===== src/rtl/dlist_pkg.sv =====
package dlist_pkg;

  typedef enum logic [2:0] {
    ST_IDLE,
    ST_RD_REQ,
    ST_RD_WAIT,
    ST_EXEC,
    ST_WB_REQ,
    ST_WB_WAIT
  } seq_state_e;

  // Register select codes; pointer halves use codes 0/1 to match the
  // configuration bit that masks their trigger.
  localparam logic [1:0] SEL_PTR_LO = 2'd0;
  localparam logic [1:0] SEL_PTR_HI = 2'd1;
  localparam logic [1:0] SEL_CTL    = 2'd2;
  localparam logic [1:0] SEL_CFG    = 2'd3;

  localparam int CTL_RUN_BIT     = 0;
  localparam int CTL_CLR_ERR_BIT = 1;
  localparam int DESC_LAST_BIT   = 0;
  localparam int N_HALVES        = 2;

endpackage


===== src/rtl/dlist_trig.sv =====
module dlist_trig
  import dlist_pkg::*;
#(
  parameter int HALF_W = 32
) (
  input  logic              idle,
  input  logic              err,
  input  logic              reg_we,
  input  logic [1:0]        reg_sel,
  input  logic [HALF_W-1:0] reg_wdata,
  input  logic [1:0]        cfg_off,
  output logic              start
);

  logic [N_HALVES-1:0] half_hit;
  logic                run_hit;
  logic                nz;

  assign nz = |reg_wdata;

  for (genvar h = 0; h < N_HALVES; h++) begin : g_half
    assign half_hit[h] = (reg_sel == 2'(h)) && nz && !cfg_off[h];
  end

  assign run_hit = (reg_sel == SEL_CTL) && reg_wdata[CTL_RUN_BIT];
  assign start   = reg_we && idle && !err && ((|half_hit) || run_hit);

endmodule


===== src/rtl/dlist_csr.sv =====
module dlist_csr
  import dlist_pkg::*;
#(
  parameter int ADDR_W = 64,
  localparam int HALF_W = ADDR_W / 2
) (
  input  logic              clk,
  input  logic              rst_n,
  input  logic              reg_we,
  input  logic [1:0]        reg_sel,
  input  logic [HALF_W-1:0] reg_wdata,
  input  logic              idle,
  input  logic              start,
  input  logic              halt,
  input  logic              halt_err,
  input  logic              ld_next,
  input  logic [ADDR_W-1:0] next_ptr,
  output logic [ADDR_W-1:0] ptr,
  output logic [1:0]        cfg_off,
  output logic              run,
  output logic              err
);

  logic [ADDR_W-1:0]   ptr_q, ptr_d;
  logic [N_HALVES-1:0] wr_half;
  logic                ptr_en;
  logic [1:0]          cfg_q, cfg_d;
  logic                cfg_en;
  logic                run_q, run_d;
  logic                err_q, err_d;
  logic                clr_err;

  for (genvar h = 0; h < N_HALVES; h++) begin : g_ptr
    assign wr_half[h] = reg_we && idle && (reg_sel == 2'(h));
    assign ptr_d[h*HALF_W +: HALF_W] = ld_next    ? next_ptr[h*HALF_W +: HALF_W] :
                                       wr_half[h] ? reg_wdata :
                                                    ptr_q[h*HALF_W +: HALF_W];
  end

  assign ptr_en  = ld_next || (|wr_half);
  assign cfg_en  = reg_we && (reg_sel == SEL_CFG);
  assign cfg_d   = reg_wdata[1:0];
  assign clr_err = reg_we && (reg_sel == SEL_CTL) && reg_wdata[CTL_CLR_ERR_BIT];

  always_comb begin
    run_d = run_q;
    if (start)     run_d = 1'b1;
    else if (halt) run_d = 1'b0;
    err_d = err_q;
    if (halt_err)     err_d = 1'b1;
    else if (clr_err) err_d = 1'b0;
  end

  always_ff @(posedge clk or negedge rst_n) begin
    if (!rst_n) begin
      ptr_q <= '0;
      cfg_q <= '0;
      run_q <= 1'b0;
      err_q <= 1'b0;
    end else begin
      if (ptr_en) ptr_q <= ptr_d;
      if (cfg_en) cfg_q <= cfg_d;
      run_q <= run_d;
      err_q <= err_d;
    end
  end

  assign ptr     = ptr_q;
  assign cfg_off = cfg_q;
  assign run     = run_q;
  assign err     = err_q;

endmodule


===== src/rtl/dlist_fsm.sv =====
module dlist_fsm
  import dlist_pkg::*;
#(
  parameter int ADDR_W = 64,
  parameter int DESC_W = 128,
  parameter int DATA_W = 32,
  parameter int STAT_W = 8,
  localparam int BE_W      = DATA_W / 8,
  localparam int STAT_BYTE = BE_W - 1,
  localparam int NEXT_LSB  = DESC_W - ADDR_W
) (
  input  logic              clk,
  input  logic              rst_n,
  input  logic              start,
  input  logic [ADDR_W-1:0] ptr,
  output logic              idle,
  output logic              halt,
  output logic              halt_err,
  output logic              ld_next,
  output logic [ADDR_W-1:0] next_ptr,
  output logic              mem_req_valid,
  input  logic              mem_req_ready,
  output logic              mem_req_write,
  output logic [ADDR_W-1:0] mem_req_addr,
  output logic [BE_W-1:0]   mem_req_be,
  output logic [DATA_W-1:0] mem_req_wdata,
  input  logic              mem_rsp_valid,
  input  logic              mem_rsp_err,
  input  logic [DESC_W-1:0] mem_rsp_data,
  output logic              exec_valid,
  output logic [DESC_W-1:0] exec_desc,
  input  logic              exec_done,
  input  logic [STAT_W-1:0] exec_status
);

  seq_state_e        state_q, state_d;
  logic [DESC_W-1:0] desc_q;
  logic              desc_en;
  logic [STAT_W-1:0] stat_q;
  logic              stat_en;
  logic              end_of_list;
  logic              rsp_ok, rsp_bad;

  assign rsp_ok      = mem_rsp_valid && !mem_rsp_err;
  assign rsp_bad     = mem_rsp_valid && mem_rsp_err;
  assign next_ptr    = desc_q[NEXT_LSB +: ADDR_W];
  assign end_of_list = (next_ptr == '0) || desc_q[DESC_LAST_BIT];

  always_comb begin
    state_d  = state_q;
    halt     = 1'b0;
    halt_err = 1'b0;
    ld_next  = 1'b0;
    desc_en  = 1'b0;
    stat_en  = 1'b0;
    unique case (state_q)
      ST_IDLE:    if (start) state_d = ST_RD_REQ;
      ST_RD_REQ:  if (mem_req_ready) state_d = ST_RD_WAIT;
      ST_RD_WAIT: begin
        if (rsp_bad) begin
          halt     = 1'b1;
          halt_err = 1'b1;
          state_d  = ST_IDLE;
        end else if (rsp_ok) begin
          desc_en = 1'b1;
          state_d = ST_EXEC;
        end
      end
      ST_EXEC: begin
        if (exec_done) begin
          stat_en = 1'b1;
          state_d = ST_WB_REQ;
        end
      end
      ST_WB_REQ:  if (mem_req_ready) state_d = ST_WB_WAIT;
      ST_WB_WAIT: begin
        if (rsp_bad) begin
          halt     = 1'b1;
          halt_err = 1'b1;
          state_d  = ST_IDLE;
        end else if (rsp_ok) begin
          if (end_of_list) begin
            halt    = 1'b1;
            state_d = ST_IDLE;
          end else begin
            ld_next = 1'b1;
            state_d = ST_RD_REQ;
          end
        end
      end
      default:    state_d = ST_IDLE;
    endcase
  end

  always_ff @(posedge clk or negedge rst_n) begin
    if (!rst_n) begin
      state_q <= ST_IDLE;
      desc_q  <= '0;
      stat_q  <= '0;
    end else begin
      state_q <= state_d;
      if (desc_en) desc_q <= mem_rsp_data;
      if (stat_en) stat_q <= exec_status;
    end
  end

  assign idle          = (state_q == ST_IDLE);
  assign mem_req_valid = (state_q == ST_RD_REQ) || (state_q == ST_WB_REQ);
  assign mem_req_write = (state_q == ST_WB_REQ);
  assign mem_req_addr  = ptr;
  assign mem_req_be    = mem_req_write ? (BE_W'(1) << STAT_BYTE) : '1;
  assign mem_req_wdata = DATA_W'(stat_q) << (8 * STAT_BYTE);
  assign exec_valid    = (state_q == ST_EXEC);
  assign exec_desc     = desc_q;

endmodule


===== src/rtl/dlist_seq.sv =====
module dlist_seq
  import dlist_pkg::*;
#(
  parameter int ADDR_W = 64,
  parameter int DESC_W = 128,
  parameter int DATA_W = 32,
  parameter int STAT_W = 8,
  localparam int HALF_W = ADDR_W / 2,
  localparam int BE_W   = DATA_W / 8
) (
  input  logic              clk,
  input  logic              rst_n,
  input  logic              reg_we,
  input  logic [1:0]        reg_sel,
  input  logic [HALF_W-1:0] reg_wdata,
  output logic              run_o,
  output logic              idle_o,
  output logic              err_o,
  output logic [ADDR_W-1:0] cur_ptr_o,
  output logic              mem_req_valid,
  input  logic              mem_req_ready,
  output logic              mem_req_write,
  output logic [ADDR_W-1:0] mem_req_addr,
  output logic [BE_W-1:0]   mem_req_be,
  output logic [DATA_W-1:0] mem_req_wdata,
  input  logic              mem_rsp_valid,
  input  logic              mem_rsp_err,
  input  logic [DESC_W-1:0] mem_rsp_data,
  output logic              exec_valid_o,
  output logic [DESC_W-1:0] exec_desc_o,
  input  logic              exec_done,
  input  logic [STAT_W-1:0] exec_status
);

  logic              idle, start, halt, halt_err, ld_next, run, err;
  logic [ADDR_W-1:0] ptr, next_ptr;
  logic [1:0]        cfg_off;

  dlist_trig #(.HALF_W(HALF_W)) u_trig (
    .idle      (idle),
    .err       (err),
    .reg_we    (reg_we),
    .reg_sel   (reg_sel),
    .reg_wdata (reg_wdata),
    .cfg_off   (cfg_off),
    .start     (start)
  );

  dlist_csr #(.ADDR_W(ADDR_W)) u_csr (
    .clk       (clk),
    .rst_n     (rst_n),
    .reg_we    (reg_we),
    .reg_sel   (reg_sel),
    .reg_wdata (reg_wdata),
    .idle      (idle),
    .start     (start),
    .halt      (halt),
    .halt_err  (halt_err),
    .ld_next   (ld_next),
    .next_ptr  (next_ptr),
    .ptr       (ptr),
    .cfg_off   (cfg_off),
    .run       (run),
    .err       (err)
  );

  dlist_fsm #(
    .ADDR_W (ADDR_W),
    .DESC_W (DESC_W),
    .DATA_W (DATA_W),
    .STAT_W (STAT_W)
  ) u_fsm (
    .clk           (clk),
    .rst_n         (rst_n),
    .start         (start),
    .ptr           (ptr),
    .idle          (idle),
    .halt          (halt),
    .halt_err      (halt_err),
    .ld_next       (ld_next),
    .next_ptr      (next_ptr),
    .mem_req_valid (mem_req_valid),
    .mem_req_ready (mem_req_ready),
    .mem_req_write (mem_req_write),
    .mem_req_addr  (mem_req_addr),
    .mem_req_be    (mem_req_be),
    .mem_req_wdata (mem_req_wdata),
    .mem_rsp_valid (mem_rsp_valid),
    .mem_rsp_err   (mem_rsp_err),
    .mem_rsp_data  (mem_rsp_data),
    .exec_valid    (exec_valid_o),
    .exec_desc     (exec_desc_o),
    .exec_done     (exec_done),
    .exec_status   (exec_status)
  );

  assign run_o     = run;
  assign idle_o    = idle;
  assign err_o     = err;
  assign cur_ptr_o = ptr;

endmodule


===== config.mk =====
export PLATFORM = sky130hd
export DESIGN_NAME = dlist_seq
export DESIGN_NICKNAME = d
export VERILOG_FILES = /design/src/rtl/dlist_pkg.sv /design/src/rtl/dlist_trig.sv /design/src/rtl/dlist_csr.sv /design/src/rtl/dlist_fsm.sv /design/src/rtl/dlist_seq.sv
export SDC_FILE = /design/constraint.sdc
export NUM_CORES = 1
export LEC_CHECK = 0
export BUFFER_PORTS_ARGS = -buffer_cell sky130_fd_sc_hd__buf_4
export CORE_MARGIN = 2
export CORE_UTILIZATION = 30
export DETAILED_ROUTE_END_ITERATION = 10
export MAX_ROUTING_LAYER = met4
export PLACE_DENSITY = 0.63
export SLEW_MARGIN = 20
export SYNTH_ARGS = -nofsm -noshare
export SYNTH_HDL_FRONTEND = slang
export SYNTH_HIERARCHICAL = 1
export SYNTH_SLANG_ARGS = --single-unit
export TNS_END_PERCENT = 1

===== constraint.sdc =====
create_clock -name clk -period 2.4 [get_ports clk]
set_input_delay 0.48 -clock clk [delete_from_list [all_inputs] [get_ports clk]]
set_output_delay 0.48 -clock clk [all_outputs]
set_load 0.01 [all_outputs]

# Word-level counts from Yosys, hierarchy flattened
# Cells that the tools add are included.
# word_totals
output_inout_bits	298
reg_bits	207
elab_cells	93
# op_classes
reduce_logical	37
muxes	34
n_eq_ne	14
# ops
cell	n
32-bit two-way mux	4
64-bit zero test	1
32-bit OR reduction	1
3-bit two-way mux	9
1-bit two-way mux	19
3-bit one-hot mux with 6 select lines	1
1-bit logical AND	15
2-bit nonzero test	4
3-bit by 2-bit == test with 1-bit output, second input constant	2
3-bit == test, second input constant	2
2-bit != test, second input constant	3
3-bit by 1-bit != test with 1-bit output, second input constant	2
6-bit AND reduction	1
2-bit OR reduction	3
2-bit == test, second input constant	2
1-bit zero test	4
1-bit logical OR	4
2-bit AND reduction	2
3-bit by 1-bit == test with 1-bit output, second input constant	1
3-bit zero test	1
2-bit by 1-bit == test with 1-bit output, second input constant	1
2-bit zero test	1
2-bit by 1-bit != test with 1-bit output, second input constant	1
1-bit one-hot mux with 2 select lines	1

# Logic depth before layout (Yosys ltp)
# depth
word_depth	8
depth_mapped	10
ltp_nobuf	9

# By module
# The synthesis kept the hierarchy.
# modules_own_cells
module	area_per_inst_um2	n_inst	cells_each
dlist_fsm	6731.5	1	510
dlist_csr	3146.8	1	290
dlist_trig	110.1	1	16

# Worst setup path before layout
# OpenSTA, ideal clock, no wires.
# synth_path
kind	reg2reg
from	register u_fsm.state_q[0]
to	register u_fsm.state_q[0]
path_buffers	1
path_stages_with_launch	10
setup_time_ps	120
path_slack_ps	16
period_less_slack_ps	2384
arrival_ps	2264
cell_sequence	dfrtp_1 > buf_2 > nor3_1 > nand2_1 > a211oi_2 > nor4_1 > a31oi_1 > o221ai_2 > mux2_4 > a41o_1
# synth_between
elab_chain_len	6
# synth_rtl
element	line_no	text
start, declared	dlist_fsm.sv:36	seq_state_e state_q, state_d;
start signal, assigned	dlist_fsm.sv:101	state_q <= state_d;
3-bit zero test	dlist_fsm.sv:107	assign idle = (state_q == ST_IDLE);
via idle_o	dlist_seq.sv:17	output logic idle_o,
1-bit logical AND (3 in series)	dlist_trig.sv:26	assign start = reg_we && idle && !err && ((|half_hit) || run_hit);
via start	dlist_seq.sv:35	logic idle, start, halt, halt_err, ld_next, run, err;
2-bit != test (no line)	-	
6-bit AND reduction (no line)	-	
# The timed path passes the listed nets, and every way through them passes these cells.
# A chain may end at the register's enable or synchronous reset.

# Worst setup path after layout
# layout_path
from	register u_fsm.desc_q[86] (netlist: u_fsm/exec_desc[86])
to	register u_csr.ptr_q[42] (netlist: u_csr/ptr[42])
# layout_between
elab_chain_len	8
# layout_rtl
element	line_no	text
start, declared	dlist_fsm.sv:37	logic [DESC_W-1:0] desc_q;
start signal, assigned	dlist_fsm.sv:102	if (desc_en) desc_q <= mem_rsp_data;
64-bit zero test (*)	dlist_fsm.sv:47	assign end_of_list = (next_ptr == '0) || desc_q[DESC_LAST_BIT];
1-bit logical OR (*)	dlist_fsm.sv:47	
1-bit two-way mux (*)	dlist_fsm.sv:82	if (end_of_list) begin
1-bit two-way mux (*)	dlist_fsm.sv:81	end else if (rsp_ok) begin
1-bit two-way mux (*)	dlist_fsm.sv:77	if (rsp_bad) begin
1-bit two-way mux (*)	dlist_fsm.sv:56	unique case (state_q)
via ld_next	dlist_seq.sv:35	
2-bit nonzero test (no line) / 1-bit logical OR (equally long branches)	-	
2-bit AND reduction (no line)	-	
end signal, assigned	dlist_csr.sv:61	if (ptr_en) ptr_q <= ptr_d;
end, declared	dlist_csr.sv:24	logic [ADDR_W-1:0] ptr_q, ptr_d;
# The timed path passes the listed nets; every way through them passes the cells marked *.

==> metrics.md <==
| Metric | Value |
|---|---|
| Result of the run | finished, final reports clean |
| Slew headroom | 53.2% |
| Drt total wl | 34000 um |
| Avg Cell Area, Syn | 12.2 um2 |
| Clk pin slew, worst setup/hold paths | 60 ps |
| Final worst path period share | 98.7% |
| Synth Instances | 816 |
| Crit. path cell count | 9 |
| Die X-Extent | 186 um |
| Inserted Clock Buffers | 25 |
| Drt initial violations | 253 |
| RSZ-0062 raised after global routing | true |
| Hold Path Class | input pin to register |
| Clk sinks | 207 |
| Area grow syn2layout | 41.2% |
| First-pass GRT wire length | 49900 um |
| Most frequent cells after synthesis | dfrtp_1, buf_4, mux2_2 |
| Crit path buffers/inverters | 2 |
| Switching power | 6.13 mW |
| Ratio of cells with drive above 1 in the final layout | 59.3% |
| Core Region | 32700 um2 |
| Die span in y | 186 um |
| Register area | 5180 um2 |
| Sequential share of power | 36.4% |
| Gpl congestion | 0.833 |
| Worst path slowest cell | nor4_1 |
| Min cycle time layout | 2370 ps |
| Synthesized area | 9990 um2 |
| Dpl hpwl | 26400 um |
| Residual DRC | 0 |
| Via density per instance | 4.52 |
| EDFF count, synth | 0 |
| Max-cap violations | 0 |
| Worst Setup Path Type | register to register |
| Setup TNS Final | 0 ps |
| Ports | 475 |
| CP Capture Type | register |
| # diodes | 0 |
| Ys Warns | 6 |
| Critical Path RT | 2800 ps |
| Pins over their slew limit | 0 |
| Arrival @ worst endpoint | 2770 ps |
| Antenna violations before repair | 0 |
| Final std cells w/o fill | 1657 |
| Logic pwr share | 42.2% |
| Drt pass-1 iters | 4 |
| Placed cell count | 1612 |
| Leakage | 7.21 nW |
| Initial Utilization | 30.5% |
| Per-cell routed wire length | 20.5 um |
| Place WS | -451 ps |
| Total GRT Usage | 19.4% |
| Main flop type after synthesis | dfrtp_1 |
| Number of library cell types mapped by synthesis | 38 |
| DIE AREA | 34800 um2 |
| Final setup fails | 0 |
| Kind of cell adding the most delay to the critical path | simple AND/OR/NAND/NOR gates |
| Fill count | 3138 |
| Hold depth | 2 |
| Actual slew at the worst max-slew pin | 702 ps |
| Count of state elements after synthesis | 207 |
| Largest net degree at the start of global routing | 62 |
| Final hold vios | 0 |
| GRT Residual Overflow | 0 |
| Sw frac | 35.2% |
| CTS root buf | clkbuf_16 |
| Internal power | 11.3 mW |
| Floorplan row count | 66 |
| Power Dens Cells | 1230 nW/um2 |
| Skew-Pair Late Insertion Delay | 530 ps |
| R2r worst-path depth | 9 |
| Ys async rst share | 100% |
| CTS Buffer Depth | 3 |
| Vias in the first global route | 7885 |
| Sequence of cells on the critical path | nor4_1 > nand4_1 > nor4_2 > buf_4 > nor2_1 > and3_4 > buf_12 > nand2_1 > o21ai_0 |
| IO buf count | 449 |
| Top cells by area, synth | dfrtp_1, mux2_2, buf_4 |
| Clk pwr share | 21.3% |
| Final nets | 1376 |
| Multi-input logic area | 3490 um2 |
| Area leader, netlist | dfrtp_1 |
| Count leader, synth | dfrtp_1 |
| Critical Path Max Stage Delay | 470 ps |
| CTS tree | built |
| Worst IR Drop VDD | 0.000666 V |
| Share of the synthesized area in the top cell type | 51.9% |
| Register area share after synthesis | 51.9% |
| Clock Skew | 16.4 ps |
| H-tree levels | 1 |
| Final WS setup | 31.5 ps |
| Antenna viol nets, final | 0 |
| CP max FO | 55 |
| Via count | 7494 |
| CP Launch Type | register |
| Fmax | 0.422 GHz |
## registers in the layout (all words and copies together), names as in the netlist
register         cells
u_csr/ptr           64
u_csr/run            1
u_fsm/exec_desc    128
u_fsm/state_q        3
u_csr/err            1
u_csr/cfg_off        2
u_fsm/stat_q         8
## cell type report
cell class                      count  area share [%]
Tap cell                          442            3.92
Multi-Input combinational cell    435            24.7
Sequential cell                   207            36.7
Clock buffer                       37            5.25
Clock inverter                      6           0.417
Timing Repair Buffer              526            28.8
Inverter                            4           0.106
## timing repair
item                                    4_1_cts  5_1_grt
buffers inserted                              1        0
gates resized for setup                       9        8
hold buffers                                  1        0
hold endpoints to repair                     24        0
pin swaps                                     2        0
endpoints found under the setup margin       63       50
## layer usage
metal,up-vias,part of all wire (%),global-route usage [%]
li1,3415,-,-
met1,3700,37,21.2
met2,337,54,36.3
met3,42,6.6,4.10
met4,0,1.8,3.85
met5,-,0,-
## power groups by stage
stage | sequential [mW] | clock [mW] | combinational [mW]
4_1_cts | 6.34 | 3.80 | 7.42
3_3_place_gp | 6.30 | 0 | 7.29
6_report | 6.34 | 3.72 | 7.35
3_5_place_dp | 6.34 | 0 | 7.35
2_1_floorplan | 6.57 | 0 | 3.53
5_1_grt | 6.56 | 3.96 | 7.86
## worst paths after layout
kind                                       end                start  slack (ps)
setup / recovery                 u_csr/ptr[42]  u_fsm/exec_desc[86]          30
hold / removal             u_fsm/exec_desc[23]     mem_rsp_data[23]         180
setup reg to reg                 u_csr/ptr[42]  u_fsm/exec_desc[86]          30
hold reg to reg               u_csr/cfg_off[0]     u_csr/cfg_off[0]         500
max in group asynchronous  u_fsm/exec_desc[69]                rst_n        1310
min in group asynchronous  u_fsm/exec_desc[60]                rst_n         390
## metrics by stage
stage	util (%)	hold WS (ps)	power [mW]	area (um2)
3_5_place_dp	40.4	358	13.7	13200
6_report	43.1	179	17.4	14100
4_1_cts	43.0	154	17.6	14100
2_1_floorplan	-	184	10.1	10100
5_1_grt	43.1	159	18.4	14100
3_3_place_gp	40.4	354	13.6	13200
## kinds of logic after synthesis
logic type | Yosys count | synth area share (%)
flip-flops | 207 | 51.9
multiplexers | 204 | 22.2
buffers and inverters | 197 | 15.1
AND/OR/NAND/NOR | 126 | 6.21
AO/OA/AOI/OAI | 79 | 4.43
other | 2 | 0.0752
XOR/XNOR | 1 | 0.0877
## cells in the final DEF (no fill, tap or decap), types with 6 or more instances in the layout
cell and instances:
nand4_1 6, buf_12 8, clkbuf_8 7, buf_4 514, nor2_1 6, mux2_2 138
dfrtp_1 206, o21ai_0 32, nor4_2 6, nand2_1 70, clkbuf_16 25, mux2i_1 65
nor4_1 17, conb_1 25, o21ai_1 33
Note: power is estimated with default switching activity, not from simulation.
